<file path="src/rtl/sbl_pkg.sv">
package sbl_pkg;
  localparam int OVERSAMPLE = 16;
  localparam int FRAME_BITS = 10;

  typedef struct packed {
    logic goSlow;   // switch to the slow divisor
    logic wrByte;   // store and echo the received byte
    logic clrIdle;  // restart the idle timer
    logic idleRun;  // idle timer counts
    logic markErr;  // set the sticky frame error
  } sblStrobe_t;

  typedef enum logic [1:0] {CT_SYNC, CT_LOAD, CT_DONE} ctState_t;
  typedef enum logic [2:0] {RX_IDLE, RX_START, RX_DATA, RX_STOP, RX_BREAK} rxState_t;
endpackage

</file>
<file path="src/rtl/sbl_datapath.sv">
module sbl_datapath
  import sbl_pkg::*;
#(
  parameter int FAST_DIV   = 16,
  parameter int SLOW_DIV   = 104,
  parameter int MAX_BYTES  = 192,
  parameter int IDLE_CHARS = 4,
  parameter int ADDR_W     = 16,
  parameter logic [ADDR_W-1:0] START_ADDR = 'h40
) (
  input  logic              clk,
  input  logic              rstN,
  input  logic              clkEn,
  input  logic              rxIn,
  input  sblStrobe_t        strobe,
  output logic              rxDone,
  output logic [7:0]        rxByte,
  output logic              rxStopOk,
  output logic              idleExpired,
  output logic              lastByte,
  output logic              txDrvLow,
  output logic [ADDR_W-1:0] ramAddr,
  output logic [7:0]        ramData,
  output logic              frameErr
);
  localparam int DIV_W      = $clog2(SLOW_DIV + 1);
  localparam int CNT_W      = $clog2(MAX_BYTES + 1);
  localparam int IDLE_TICKS = IDLE_CHARS * FRAME_BITS * OVERSAMPLE;
  localparam int IDLE_W     = $clog2(IDLE_TICKS + 1);
  localparam logic [DIV_W-1:0] FAST_LAST = DIV_W'(FAST_DIV - 1);
  localparam logic [DIV_W-1:0] SLOW_LAST = DIV_W'(SLOW_DIV - 1);

  // receive line synchroniser
  logic [1:0] rxSync;
  logic       rxLine;
  always_ff @(posedge clk or negedge rstN)
    if (!rstN) rxSync <= 2'b11;
    else       rxSync <= {rxSync[0], rxIn};
  assign rxLine = rxSync[1];

  // rate select and sample-tick prescaler
  logic             slowSel;
  logic [DIV_W-1:0] preCnt;
  logic             tick;
  assign tick = clkEn && (preCnt == (slowSel ? SLOW_LAST : FAST_LAST));

  always_ff @(posedge clk or negedge rstN)
    if (!rstN) begin
      slowSel <= 1'b0;
      preCnt  <= '0;
    end else if (strobe.goSlow) begin
      slowSel <= 1'b1;
      preCnt  <= '0;
    end else if (clkEn) begin
      preCnt <= tick ? '0 : preCnt + 1'b1;
    end

  // receiver
  rxState_t   rxSt;
  logic [3:0] rxPh;
  logic [2:0] rxBit;
  logic [7:0] rxSh;
  logic       startDet;

  always_ff @(posedge clk or negedge rstN)
    if (!rstN) begin
      rxSt     <= RX_IDLE;
      rxPh     <= '0;
      rxBit    <= '0;
      rxSh     <= '0;
      rxDone   <= 1'b0;
      rxStopOk <= 1'b0;
      startDet <= 1'b0;
    end else begin
      rxDone   <= 1'b0;
      startDet <= 1'b0;
      if (tick) begin
        case (rxSt)
          RX_IDLE: if (!rxLine) begin
            rxSt     <= RX_START;
            rxPh     <= '0;
            startDet <= 1'b1;
          end
          RX_START: if (rxPh == 4'd7) begin
            rxPh  <= '0;
            rxBit <= '0;
            rxSt  <= rxLine ? RX_IDLE : RX_DATA;
          end else rxPh <= rxPh + 1'b1;
          RX_DATA: if (rxPh == 4'd15) begin
            rxPh <= '0;
            rxSh <= {rxLine, rxSh[7:1]};
            if (rxBit == 3'd7) rxSt <= RX_STOP;
            else               rxBit <= rxBit + 1'b1;
          end else rxPh <= rxPh + 1'b1;
          RX_STOP: if (rxPh == 4'd15) begin
            rxPh     <= '0;
            rxDone   <= 1'b1;
            rxStopOk <= rxLine;
            rxSt     <= rxLine ? RX_IDLE : RX_BREAK;
          end else rxPh <= rxPh + 1'b1;
          RX_BREAK: if (rxLine) rxSt <= RX_IDLE;
          default: rxSt <= RX_IDLE;
        endcase
      end
    end
  assign rxByte = rxSh;

  // idle timer in sample ticks
  logic [IDLE_W-1:0] idleCnt;
  assign idleExpired = (idleCnt == IDLE_W'(IDLE_TICKS));
  always_ff @(posedge clk or negedge rstN)
    if (!rstN) idleCnt <= '0;
    else if (strobe.clrIdle || startDet) idleCnt <= '0;
    else if (strobe.idleRun && tick && !idleExpired) idleCnt <= idleCnt + 1'b1;

  // byte counter and RAM port
  logic [CNT_W-1:0] byteCnt;
  always_ff @(posedge clk or negedge rstN)
    if (!rstN)              byteCnt <= '0;
    else if (strobe.wrByte) byteCnt <= byteCnt + 1'b1;
  assign lastByte = (byteCnt == CNT_W'(MAX_BYTES - 1));
  assign ramAddr  = START_ADDR + ADDR_W'(byteCnt);
  assign ramData  = rxByte;

  // echo transmitter with one pending slot
  logic       txBusy;
  logic [9:0] txSh;
  logic [3:0] txPh;
  logic [3:0] txBitCnt;
  logic       txPendV;
  logic [7:0] txPend;

  always_ff @(posedge clk or negedge rstN)
    if (!rstN) begin
      txBusy   <= 1'b0;
      txSh     <= '1;
      txPh     <= '0;
      txBitCnt <= '0;
      txPendV  <= 1'b0;
      txPend   <= '0;
    end else if (!txBusy) begin
      if (txPendV || strobe.wrByte) begin
        txBusy   <= 1'b1;
        txPh     <= '0;
        txBitCnt <= '0;
        txSh     <= {1'b1, (txPendV ? txPend : rxByte), 1'b0};
        txPendV  <= txPendV && strobe.wrByte;
        if (txPendV && strobe.wrByte) txPend <= rxByte;
      end
    end else begin
      if (strobe.wrByte) begin
        txPendV <= 1'b1;
        txPend  <= rxByte;
      end
      if (tick) begin
        if (txPh == 4'd15) begin
          txPh <= '0;
          txSh <= {1'b1, txSh[9:1]};
          if (txBitCnt == 4'd9) txBusy <= 1'b0;
          else                  txBitCnt <= txBitCnt + 1'b1;
        end else txPh <= txPh + 1'b1;
      end
    end
  assign txDrvLow = txBusy && !txSh[0];

  // sticky stop-bit error
  always_ff @(posedge clk or negedge rstN)
    if (!rstN)               frameErr <= 1'b0;
    else if (strobe.markErr) frameErr <= 1'b1;
endmodule

</file>
<file path="src/rtl/sbl_ctrl.sv">
module sbl_ctrl
  import sbl_pkg::*;
(
  input  logic       clk,
  input  logic       rstN,
  input  logic       rxDone,
  input  logic [7:0] rxByte,
  input  logic       rxStopOk,
  input  logic       idleExpired,
  input  logic       lastByte,
  output sblStrobe_t strobe,
  output logic       loadDone,
  output logic       inDone
);
  ctState_t st, nxt;

  always_comb begin
    strobe = '0;
    nxt    = st;
    case (st)
      CT_SYNC: if (rxDone) begin
        if (rxStopOk && rxByte == 8'hFF) begin
          nxt            = CT_LOAD;
          strobe.clrIdle = 1'b1;
        end else begin
          strobe.goSlow  = 1'b1;
          strobe.markErr = !rxStopOk;
        end
      end
      CT_LOAD: begin
        strobe.idleRun = 1'b1;
        if (rxDone) begin
          if (rxStopOk) begin
            strobe.wrByte = 1'b1;
            if (lastByte) nxt = CT_DONE;
          end else begin
            strobe.markErr = 1'b1;
          end
        end else if (idleExpired) begin
          nxt = CT_DONE;
        end
      end
      default: nxt = CT_DONE;
    endcase
  end

  always_ff @(posedge clk or negedge rstN)
    if (!rstN) begin
      st       <= CT_SYNC;
      loadDone <= 1'b0;
    end else begin
      st       <= nxt;
      loadDone <= (st == CT_LOAD) && (nxt == CT_DONE);
    end

  assign inDone = (st == CT_DONE);
endmodule

</file>
<file path="src/rtl/serial_boot_loader.sv">
module serial_boot_loader
  import sbl_pkg::*;
#(
  parameter int FAST_DIV   = 16,
  parameter int SLOW_DIV   = 104,
  parameter int MAX_BYTES  = 192,
  parameter int IDLE_CHARS = 4,
  parameter int ADDR_W     = 16,
  parameter logic [ADDR_W-1:0] START_ADDR = 'h40
) (
  input  logic              clk,
  input  logic              rstN,
  input  logic              clkEn,
  input  logic              rxIn,
  output logic              txDrvLow,
  output logic [ADDR_W-1:0] ramAddr,
  output logic [7:0]        ramData,
  output logic              ramWe,
  output logic              loadDone,
  output logic [ADDR_W-1:0] entryAddr,
  output logic              frameErr
);
  sblStrobe_t strobe;
  logic       rxDone, rxStopOk, idleExpired, lastByte, inDone;
  logic [7:0] rxByte;

  sbl_datapath #(
    .FAST_DIV(FAST_DIV), .SLOW_DIV(SLOW_DIV), .MAX_BYTES(MAX_BYTES),
    .IDLE_CHARS(IDLE_CHARS), .ADDR_W(ADDR_W), .START_ADDR(START_ADDR)
  ) dp_i (
    .clk(clk), .rstN(rstN), .clkEn(clkEn), .rxIn(rxIn), .strobe(strobe),
    .rxDone(rxDone), .rxByte(rxByte), .rxStopOk(rxStopOk),
    .idleExpired(idleExpired), .lastByte(lastByte), .txDrvLow(txDrvLow),
    .ramAddr(ramAddr), .ramData(ramData), .frameErr(frameErr)
  );

  sbl_ctrl ctrl_i (
    .clk(clk), .rstN(rstN), .rxDone(rxDone), .rxByte(rxByte),
    .rxStopOk(rxStopOk), .idleExpired(idleExpired), .lastByte(lastByte),
    .strobe(strobe), .loadDone(loadDone), .inDone(inDone)
  );

  assign ramWe     = strobe.wrByte;
  assign entryAddr = inDone ? START_ADDR : '0;
endmodule

</file>
<file path="config.mk">
export PLATFORM = sky130hd
export DESIGN_NAME = serial_boot_loader
export DESIGN_NICKNAME = d
export VERILOG_FILES = /design/src/rtl/sbl_pkg.sv /design/src/rtl/sbl_datapath.sv /design/src/rtl/sbl_ctrl.sv /design/src/rtl/serial_boot_loader.sv
export SDC_FILE = /design/constraint.sdc
export NUM_CORES = 1
export LEC_CHECK = 0
export BUFFER_PORTS_ARGS = -buffer_cell sky130_fd_sc_hd__buf_2
export CORE_UTILIZATION = 38
export CTS_CLUSTER_DIAMETER = 80
export DETAILED_ROUTE_END_ITERATION = 10
export PLACE_DENSITY = 0.59
export SLEW_MARGIN = 0
export SYNTH_ARGS = -nofsm -noshare
export SYNTH_HDL_FRONTEND = slang
export SYNTH_SLANG_ARGS = --single-unit
</file>
<file path="constraint.sdc">
create_clock -name clk -period 5.9 [get_ports clk]
set_input_delay 0.295 -clock clk [delete_from_list [all_inputs] [get_ports clk]]
set_output_delay 0.295 -clock clk [all_outputs]
set_load 0.01 [all_outputs]
</file>
==> impl_metrics.tcl, run 1 <==
set metrics [dict create \
    grt_pass1_wl_mm 13.32 \
    yosysTopAreaCell "dfrtp_1" \
    post_cts.repair.setup_buffers 0 \
    rows 38 \
    place_congestion 0.7400 \
    setup_viol 0 \
    synth_ff_type "dfrtp_1" \
    cp-start-kind "register" \
    synth_seq_area_share_pct 46.23 \
    port_buffers 25 \
    die_w_um 109.1 \
    grt_pass1_vias 2730 \
    timing_hold_violations_final 0 \
    wl_mm 7.933 \
    clockPowerShare_pct 43.2 \
    start_util_pct 39.53 \
    hpwl_mm 5.505 \
    grt_usage_pct 14.80 \
    maxCapViolCount 0 \
    grt_max_degree 81 \
    cts_buffer_depth 2 \
    area_growth_pct 10.22 \
    crit_fanout 12 \
    period_minus_slack_ns 2.324 \
    via_per_inst 5.178 \
    cts_tree "built" \
    crit_chain "and4b_1, o21ai_1, mux2_2, a22o_1" \
    worstPathRequired_ns 6.12 \
    post_dp_cell_area_sq_um 4473 \
    ir_drop_uv 179.2 \
    power.density_nw_per_um2 293.8 \
    cp.arrival_ns 2.55 \
    fp.dieArea_sq_um 11910 \
    fill_cells 1071 \
    synth-warning-count 0 \
    grt_overflow 0 \
    avgSynthCellArea_sq_um 10.74 \
    seqPwrFrac_pct 44.9 \
    crit_type "reg -> reg" \
    max-slew-margin-rel_pct 26.63 \
    synth_seq_cells 80 \
    crit_path_end_kind "register" \
    p_comb_share_pct 11.9 \
    coreArea_sq_um 11030 \
    drc 0 \
    io_pins 48 \
    synth_area_sq_um 4360 \
    final_nets 438 \
    power_leakage_nw 2.264 \
    crit_path_top_delay_cell "o21ai_1" \
    syn_inst 406 \
    antenna_found_initial 0 \
    async_flop_share_pct 100.0 \
    maxSlewViolCount 0 \
    cts_resized 0 \
    tightest_slew_ns 1.093 \
    avgRoutedWirePerCell_um 13.99 \
    first_pass_iters 4 \
    cpPeakStageDelay_ns 0.87 \
    fin_crit_sh_pct 39.40 \
    cts_hold_buf 0 \
    htree_num_levels 3 \
    clk_pin_slew_ns 0.06 \
    p_sw_mw 0.3528 \
    status "finished clean" \
    max_freq_ghz 0.4302 \
    die_h_um 109.1 \
    fin_tns_setup_ns 0 \
    synth_top_area_share_pct 39.60 \
    synth_area_leaders "dfrtp_1 (40%), mux2_2 (7.2%), dfstp_2 (6.6%)" \
    rsz0062_at_grt "no" \
    fin_util_pct 43.57 \
    clock-sinks 80 \
    ys_types 64 \
    swShare_pct 24.99 \
    antenna_cells 0 \
    synth-edff-count 0 \
    stdcell_area_sq_um 4806 \
    antenna_left 0 \
    crit_buf_inv 0 \
    vias 2936 \
    drt_iter0_drc 111 \
    cts_root_buf "clkbuf_16" \
    drive_above_1_share_pct 22.01 \
    hold_path.class "in -> reg" \
    path_delay_family "compound AO/OA/AOI/OAI gates" \
    clkLatencyLatePin_ns 0.34 \
    cell_internal_pwr_mw 1.059 \
    skew_ns 0.006025 \
    power_mw 1.412 \
    cts_buffers 9 \
]
## final timing paths
check,from,endpoint,slack (ns),cells past startpoint
worst max-delay path,dp_i.preCnt[3],dp_i.txPh[1],3.58,4
min in group asynchronous,rstN,dp_i.rxPh[3],0.13,1
worst min-delay path,rxIn,dp_i.rxSync[0],0.06,1
worst max register to register,dp_i.preCnt[3],dp_i.txPh[1],3.58,4
worst min register to register,dp_i.rxSync[0],dp_i.rxSync[1],0.36,0
max in group asynchronous,rstN,dp_i.byteCnt[0],5.13,1
## cell type report
| type | count | area [sq um] | area share, % |
|---|---|---|---|
| clock buffers | 12 | 256.5 | 5.337 |
| clock inverters | 4 | 76.32 | 1.588 |
| inverters | 13 | 48.80 | 1.015 |
| multi-input cells | 293 | 2106 | 43.82 |
| flip-flops and latches | 80 | 2016 | 41.94 |
| well taps | 140 | 175.2 | 3.645 |
| repair buffers | 25 | 127.6 | 2.656 |
## power groups by stage
stage	Sequential, mW	Clock, mW	Combinational [mW]
2_1_floorplan	0.631	0	0.144
3_3_place_gp	0.639	0	0.163
3_5_place_dp	0.643	0	0.169
4_1_cts	0.633	0.630	0.171
5_1_grt	0.640	0.650	0.193
6_report	0.634	0.610	0.168
## synth_stat cells (6+ instances only)
cell type  number
a21o_1          6
a21oi_1         9
a22o_1          6
buf_4          29
clkbuf_1        6
dfrtp_1        69
dfstp_2        11
ha_1           12
inv_1          13
mux2_2         28
mux2i_1        16
nand2_1        35
nand2b_1       10
nand3_1        14
nand4_1         8
nand4b_1        6
nor2_1         17
nor3_1          6
o21ai_0        14
xnor2_1         9
## sequential cells by signal, summed over array words and instances (netlist names)
signal / flops
dp_i.ramData: 8
dp_i.startDet: 1
dp_i.txPend: 8
dp_i.txBitCnt: 4
dp_i.rxSt: 3
dp_i.byteCnt: 8
dp_i.slowSel: 1
dp_i.txPh: 4
ctrl_i.st: 2
dp_i.rxDone: 1
dp_i.txPendV: 1
dp_i.rxPh: 4
dp_i.idleCnt: 10
ctrl_i.loadDone: 1
dp_i.rxSync: 2
dp_i.rxStopOk: 1
dp_i.txSh: 9
dp_i.frameErr: 1
dp_i.preCnt: 7
dp_i.rxBit: 3
dp_i.txBusy: 1
## through the flow
step | std cells | hold slack [ns] | worst slack [ns]
after global placement | 551 | 0.3458 | 3.609
after CTS | 567 | 0.04212 | 3.541
final | 567 | 0.05576 | 3.576
after floorplan | 427 | -0.0005911 | 3.924
after detailed placement | 551 | 0.3540 | 3.615
after global routing | 567 | 0.03638 | 3.432
## placed cells by master (no fill, tap or decap), types with 3 or more instances in the layout
cell and instances:
a21o_1 6, clkbuf_16 9, nand2_1 35, xnor2_1 9, and4b_1 3, dfstp_2 11
inv_1 13, o21ai_0 14, a211oi_1 3, o211ai_1 4, nand2b_1 10, nor4_1 3
and3_1 5, ha_1 12, nor3_1 6, mux2_1 4, xor2_1 3, a21oi_1 9
conb_1 22, nand4_1 8, nand4b_1 6, nand3_1 14, a22o_1 6, nor2_1 17
dfrtp_1 69, or2_2 3, mux2i_1 16, nor3b_1 5, buf_2 24, mux2_2 28
nor2b_1 4
## worst reg2reg max path, stage by stage, from the launching register on
cell and delay [ns]:
dfrtp_1 0.46, and4b_1 0.28, o21ai_1 0.87, mux2_2 0.43, a22o_1 0.17
## kinds of logic (layout without fill, tap and decap cells)
logic type | after synthesis | in the layout | synth area share [%]
compound gates | 64 | 64 | 10.67
fa+ha+maj | 13 | 13 | 3.673
other cells | 1 | 22 | 0.08600
mux | 48 | 48 | 11.94
buf+inv | 54 | 54 | 7.288
flops | 80 | 80 | 46.23
xor+xnor | 12 | 12 | 2.411
simple gates | 134 | 134 | 17.70
## routing by layer
| metal | vias up | share of wire [%] | GRT usage, % |
|---|---|---|---|
| met2 | 54 | 45 | 22.96 |
| met5 | - | 0 | 0 |
| met1 | 1435 | 50 | 19.18 |
| met3 | 11 | 3.6 | 4.603 |
| met4 | 0 | 1.5 | 5.792 |
| li1 | 1436 | - | - |
Power figures use the tool's default switching activity.
==> inputs of run 2 (changes only) <==
--- a/config.mk
+++ b/config.mk
@@ -9,7 +9,7 @@
 export CORE_UTILIZATION = 38
 export CTS_CLUSTER_DIAMETER = 80
 export DETAILED_ROUTE_END_ITERATION = 10
-export PLACE_DENSITY = 0.59
+export PLACE_DENSITY = 0.61
 export SLEW_MARGIN = 0
 export SYNTH_ARGS = -nofsm -noshare
 export SYNTH_HDL_FRONTEND = slang
==> constraint.sdc (replaced) <==
create_clock -name clk -period 2 [get_ports clk]
set_input_delay 0.1 -clock clk [delete_from_list [all_inputs] [get_ports clk]]
set_output_delay 0.1 -clock clk [all_outputs]
set_load 0.01 [all_outputs]
==> run 2 against run 1 <==
- non-clock buffer count is 31 higher
- combinational power grew to 3.6 times the previous value
- sequential cell count stayed put
- hold slack better by 0.060 ns
- routed wire length is 2.7% higher
- core utilization is 1.9 points higher
- maximum frequency is 21% higher
- worst setup slack worse by 3.5 ns
- critical path depth is 1 higher
- sequential power grew to 2.9 times the previous value
- sequential share of layout area is 1.7 points lower
- critical endpoint is now dp_i.rxPh[2]
- largest power group unchanged
==> impl_metrics.tcl, run 2 (synthesis gave the netlist of run 1 again) <==
set metrics [dict create \
    grt_pass1_vias 2909 \
    final_common_cell "dfrtp_1" \
    port_buffers 25 \
    power.density_nw_per_um2 795.8 \
    regToRegSetupSlack_ns 0.08 \
    grt_usage_pct 15.43 \
    antenna_cells 0 \
    clkLatencyLatePin_ns 0.34 \
    seqPwrFrac_pct 46.5 \
    met2_length_mm 3.744 \
    mostFrequentLayoutCells "dfrtp_1 (68), nand2_1 (35), buf_4 (29), mux2_2 (28), buf_2 (24)" \
    grt_max_degree 45 \
    rows 38 \
    r2r_end "dp_i.rxPh[2]" \
    hpwl_mm 6.010 \
    wl_mm 8.146 \
    htree_num_levels 3 \
    skew_ns 0.006290 \
    wl_met3_um 378 \
    die_w_um 109.1 \
    rr_worst_depth 5 \
    tightest_slew_ns 0.6744 \
    maxSlewViolCount 0 \
    clock-sinks 80 \
    antenna_left 0 \
    io_pins 48 \
    post_cts.repair.setup_buffers 0 \
    rsz0062_at_grt "no" \
    crit_type "reg -> reg" \
    fin_crit_sh_pct 96.20 \
    final_nets 469 \
    cts_buffers 9 \
    fill_cells 1041 \
    hp-start "clkEn" \
    cts_buffer_depth 2 \
    drt_iter0_drc 94 \
    coreArea_sq_um 11030 \
    fp.dieArea_sq_um 11910 \
    first_pass_iters 4 \
    clk_pin_slew_ns 0.06 \
    hold_path.class "in -> reg" \
    crit_fanout 4 \
    maxCapViolCount 0 \
    ir_drop_uv 623.0 \
    setup_viol 0 \
    cell_internal_pwr_mw 2.911 \
    start_util_pct 39.53 \
    worstPathRequired_ns 2.22 \
    dp.cells 580 \
    drive_above_1_share_pct 27.73 \
    fin_cells 598 \
    period_minus_slack_ns 1.924 \
    avgRoutedWirePerCell_um 13.62 \
    max_freq_ghz 0.5198 \
    p_sw_mw 1.082 \
    antenna_found_initial 0 \
    place_congestion 0.8302 \
    max-slew-margin-rel_pct 54.65 \
    power_leakage_nw 2.406 \
    largest_reg_flops 10 \
    hold_end "dp_i.preCnt[0]" \
    cp.arrival_ns 2.15 \
    fin_tns_setup_ns 0 \
    drc 0 \
    wl_met1_mm 3.943 \
    largest_register "dp_i.idleCnt" \
    via_per_inst 5.152 \
    grt_pass1_wl_mm 14.14 \
    clockPowerShare_pct 38.4 \
    cts_root_buf "clkbuf_16" \
    reg_top3 "dp_i.idleCnt (10), dp_i.txSh (9)" \
    crit_path_end_kind "register" \
    grt_overflow 0 \
    timing_hold_violations_final 0 \
    status "finished clean" \
    whs_path_depth 3 \
    die_h_um 109.1 \
    cp-start-kind "register" \
    p_comb_share_pct 15.1 \
    cts_tree "built" \
    r2r_start "dp_i.preCnt[5]" \
    power_mw 3.993 \
    area_growth_pct 15.06 \
    highest_layer "met4" \
    vias 3081 \
    swShare_pct 27.10 \
]
[run 2: metrics by stage]
stage | cell area (sq um) | setup WS, ns | hold WS [ns] | utilization (%)
2_1_floorplan | 4439 | 0.02368 | -0.1956 | -
4_1_cts | 5007 | 0.06747 | 0.1050 | 45.39
6_report | 5017 | 0.07604 | 0.1155 | 45.49
5_1_grt | 5017 | 0.0007347 | 0.1212 | 45.49
3_5_place_dp | 4703 | 0.07911 | 0.1297 | 42.64
3_3_place_gp | 4703 | 0.08735 | 0.1239 | 42.64
[run 2: worst max path at each step]
stage               cells past startpoint  slack (ns)              to      startpoint
CTS                                     5        0.07   dp_i.rxBit[2]  dp_i.preCnt[5]
floorplan                               4        0.02    dp_i.txPh[0]  dp_i.preCnt[5]
finish                                  5        0.08    dp_i.rxPh[2]  dp_i.preCnt[5]
global placement                        5        0.09  dp_i.preCnt[5]  dp_i.preCnt[6]
detailed placement                      5        0.08   dp_i.rxBit[2]  dp_i.preCnt[5]
global route                            5      0.0007    dp_i.rxPh[2]  dp_i.preCnt[5]
[run 2: critical path, stage by stage (launching register included)]
cell,delay (ns)
dfrtp_1,0.42
or4b_4,0.59
a21oi_4,0.20
buf_4,0.18
nand2_4,0.07
a221o_1,0.34
[run 2: area by class of cell]
| class | count | area [sq um] | share of cell area [%] |
|---|---|---|---|
| Clock buffer | 10 | 239.0 | 4.763 |
| Clock inverter | 6 | 45.04 | 0.8978 |
| Inverter | 13 | 48.80 | 0.9726 |
| Multi-Input combinational cell | 293 | 2115 | 42.14 |
| Sequential cell | 80 | 2017 | 40.20 |
| Tap cell | 140 | 175.2 | 3.491 |
| Timing Repair Buffer | 56 | 377.9 | 7.531 |
[run 2: routing by layer]
| metal | vias up | global-route usage (%) |
|---|---|---|
| li1 | 1512 | - |
| met1 | 1501 | 20.47 |
| met2 | 59 | 24.08 |
| met3 | 9 | 5.140 |
| met4 | 0 | 3.958 |
| met5 | - | 0 |
[run 2: what timing repair did]
action	CTS	global route
endpoints found under the setup margin	0	13
hold buffers	2	0
endpoints found under the hold margin	31	0
gates resized for setup	0	3
[run 2: power by group through the flow]
| stage | registers (mW) | logic (mW) | clock network [mW] |
|---|---|---|---|
| floorplan | 1.86 | 0.425 | 0 |
| global placement | 1.87 | 0.579 | 0 |
| detailed placement | 1.88 | 0.595 | 0 |
| CTS | 1.85 | 0.606 | 1.58 |
| global route | 1.88 | 0.683 | 1.65 |
| finish | 1.86 | 0.602 | 1.53 |
==> inputs of run 3 (changes only) <==
--- a/config.mk
+++ b/config.mk
@@ -6,10 +6,10 @@
 export NUM_CORES = 1
 export LEC_CHECK = 0
 export BUFFER_PORTS_ARGS = -buffer_cell sky130_fd_sc_hd__buf_2
-export CORE_UTILIZATION = 38
+export CORE_UTILIZATION = 25
 export CTS_CLUSTER_DIAMETER = 80
 export DETAILED_ROUTE_END_ITERATION = 10
-export PLACE_DENSITY = 0.61
+export PLACE_DENSITY = 0.45
 export SLEW_MARGIN = 0
 export SYNTH_ARGS = -nofsm -noshare
 export SYNTH_HDL_FRONTEND = slang
==> run 3 against run 2 <==
- sequential power about the same
- critical path type unchanged
- sequential cell count unchanged
- power increased by 6.1%
- clock power increased by 16%
- worst setup slack got worse by 0.016 ns
- maximum frequency decreased by 0.84%
- largest power group unchanged
- largest cell class unchanged
- clock skew increased by 0.0012 ns
- hold slack improved by 0.00090 ns
==> impl_metrics.tcl, run 3 (synthesis gave the netlist of run 1 again) <==
set metrics [dict create \
    drc 0 \
    regArea_sq_um 2016 \
    grt_pass1_wl_mm 15.71 \
    wl_mm 9.151 \
    cts_root_buf "clkbuf_16" \
    mostFrequentLayoutCells "dfrtp_1 (69), nand2_1 (35), buf_4 (30), mux2_2 (28), buf_2 (24)" \
    area_growth_pct 19.63 \
    rows 47 \
    hp-start "clkEn" \
    grt_pass1_vias 3061 \
    io_pins 48 \
    via_per_inst 4.606 \
    place_congestion 0.7232 \
    setup_viol 0 \
    worstPathRequired_ns 2.26 \
    antenna_left 0 \
    drt_iter0_drc 114 \
    avgRoutedWirePerCell_um 13.44 \
    max-slew-margin-rel_pct 59.02 \
    hold_path.class "in -> reg" \
    power_leakage_nw 2.436 \
    fp.dieArea_sq_um 17970 \
    largest_register "dp_i.idleCnt" \
    final_nets 472 \
    cts_buffers 9 \
    maxSlewViolCount 0 \
    grt_overflow 0 \
    max_freq_ghz 0.5154 \
    period_minus_slack_ns 1.940 \
    clk_pin_slew_ns 0.06 \
    grt_usage_pct 11.09 \
    cts_tree "built" \
    grt_max_degree 42 \
    multi_input_area_sq_um 2130 \
    start_util_pct 25.93 \
    port_buffers 25 \
    r2r_start "dp_i.preCnt[6]" \
    power_mw 4.235 \
    rsz0062_at_grt "no" \
    fin_ws_ns 0.05965 \
    antenna_cells 0 \
    crit_path_end_kind "register" \
    skew_ns 0.007442 \
    die_w_um 134.1 \
    cp-start-kind "register" \
    timing_hold_violations_final 0 \
    final_common_cell "dfrtp_1" \
    setup.worst_path.start "dp_i.preCnt[6]" \
    status "finished clean" \
    largest_reg_flops 10 \
    antenna_found_initial 0 \
    clkLatencyLatePin_ns 0.34 \
    coreArea_sq_um 16820 \
    die_h_um 134.1 \
    fill_cells 1765 \
    ir_drop_uv 356.6 \
    htree_num_levels 3 \
    tightest_slew_ns 0.6124 \
    crit_fanout 5 \
    fin_tns_setup_ns 0 \
    first_pass_iters 4 \
    dpl_worst_slack_ns 0.0008455 \
    hpwl_mm 6.573 \
    vias 3137 \
    cp.arrival_ns 2.21 \
    power.density_nw_per_um2 811.8 \
    cts_buffer_depth 2 \
    drive_above_1_share_pct 28.42 \
    post_cts.repair.setup_buffers 0 \
    maxCapViolCount 0 \
    reg_top3 "dp_i.idleCnt (10), dp_i.txSh (9)" \
    crit_type "reg -> reg" \
    clock-sinks 80 \
    fin_crit_sh_pct 97.02 \
]
==> run 3: changes by cell type in the layout (fill, tap and decap cells not counted), moves of 2 or more <==
cell,change
clkinv_4,-3
clkinvlp_4,+2
clkinv_2,-2
buf_12,+2
bufinv_16,+2
==> run 3: layout make-up <==
class,count,area share [%]
repair buffers,59,8.155
clock inverters,6,1.775
multi-input cells,293,40.83
flip-flops and latches,80,38.64
inverters,13,0.9355
well taps,220,5.277
clock buffers,10,4.390
==> run 3: through the flow <==
| step | instances | hold WS (ns) | instance area, sq um | utilization (%) |
|---|---|---|---|---|
| after global routing | 681 | 0.1241 | 5216 | 31.01 |
| final | 681 | 0.1164 | 5216 | 31.01 |
| after global placement | 663 | 0.003755 | 4851 | 28.84 |
| after CTS | 681 | 0.1052 | 5196 | 30.90 |
| after detailed placement | 663 | 0.01325 | 4851 | 28.84 |
| after floorplan | 427 | -0.1956 | 4439 | - |
==> run 3: path summary, 6_finish.rpt <==
path                              endpoint  slack, ns  depth (start not counted)
max                           dp_i.txSh[0]       0.06                          6
min                         dp_i.preCnt[0]       0.12                          3
max reg2reg                   dp_i.txSh[0]       0.06                          6
min in group asynchronous  dp_i.idleCnt[3]       0.19                          2
max in group asynchronous   dp_i.rxSync[1]       1.17                          3
min reg2reg                 dp_i.rxSync[1]       0.36                          0
==> run 3: layer usage <==
metal	GRT usage [%]	up-vias	part of all wire [%]
li1	-	1506	-
met5	0	-	0
met1	15.37	1565	49
met2	16.98	59	45
met3	3.515	7	4.4
met4	2.060	0	0.63
==> run 3: timing repair <==
item                                   in CTS  in global routing
pin swaps                                   0                  1
endpoints found under the hold margin      50                  0
gates resized for setup                     1                  4
hold buffers                                2                  0
setup endpoints to repair                   5                 16
gates cloned                                0                  0
==> run 3: worst max-delay path: stages (launching register included) <==
cell and delay [ns]:
dfrtp_1 0.45, and4b_1 0.28, buf_4 0.16, o211ai_1 0.29
buf_4 0.20, mux2_2 0.32, a22o_1 0.18
==> run 3: power breakdown <==
group | switching (mW) | internal [mW]
Combinational | 0.294 | 0.303
Clock | 0.680 | 1.10
Sequential | 0.131 | 1.73
Total | 1.10 | 3.13
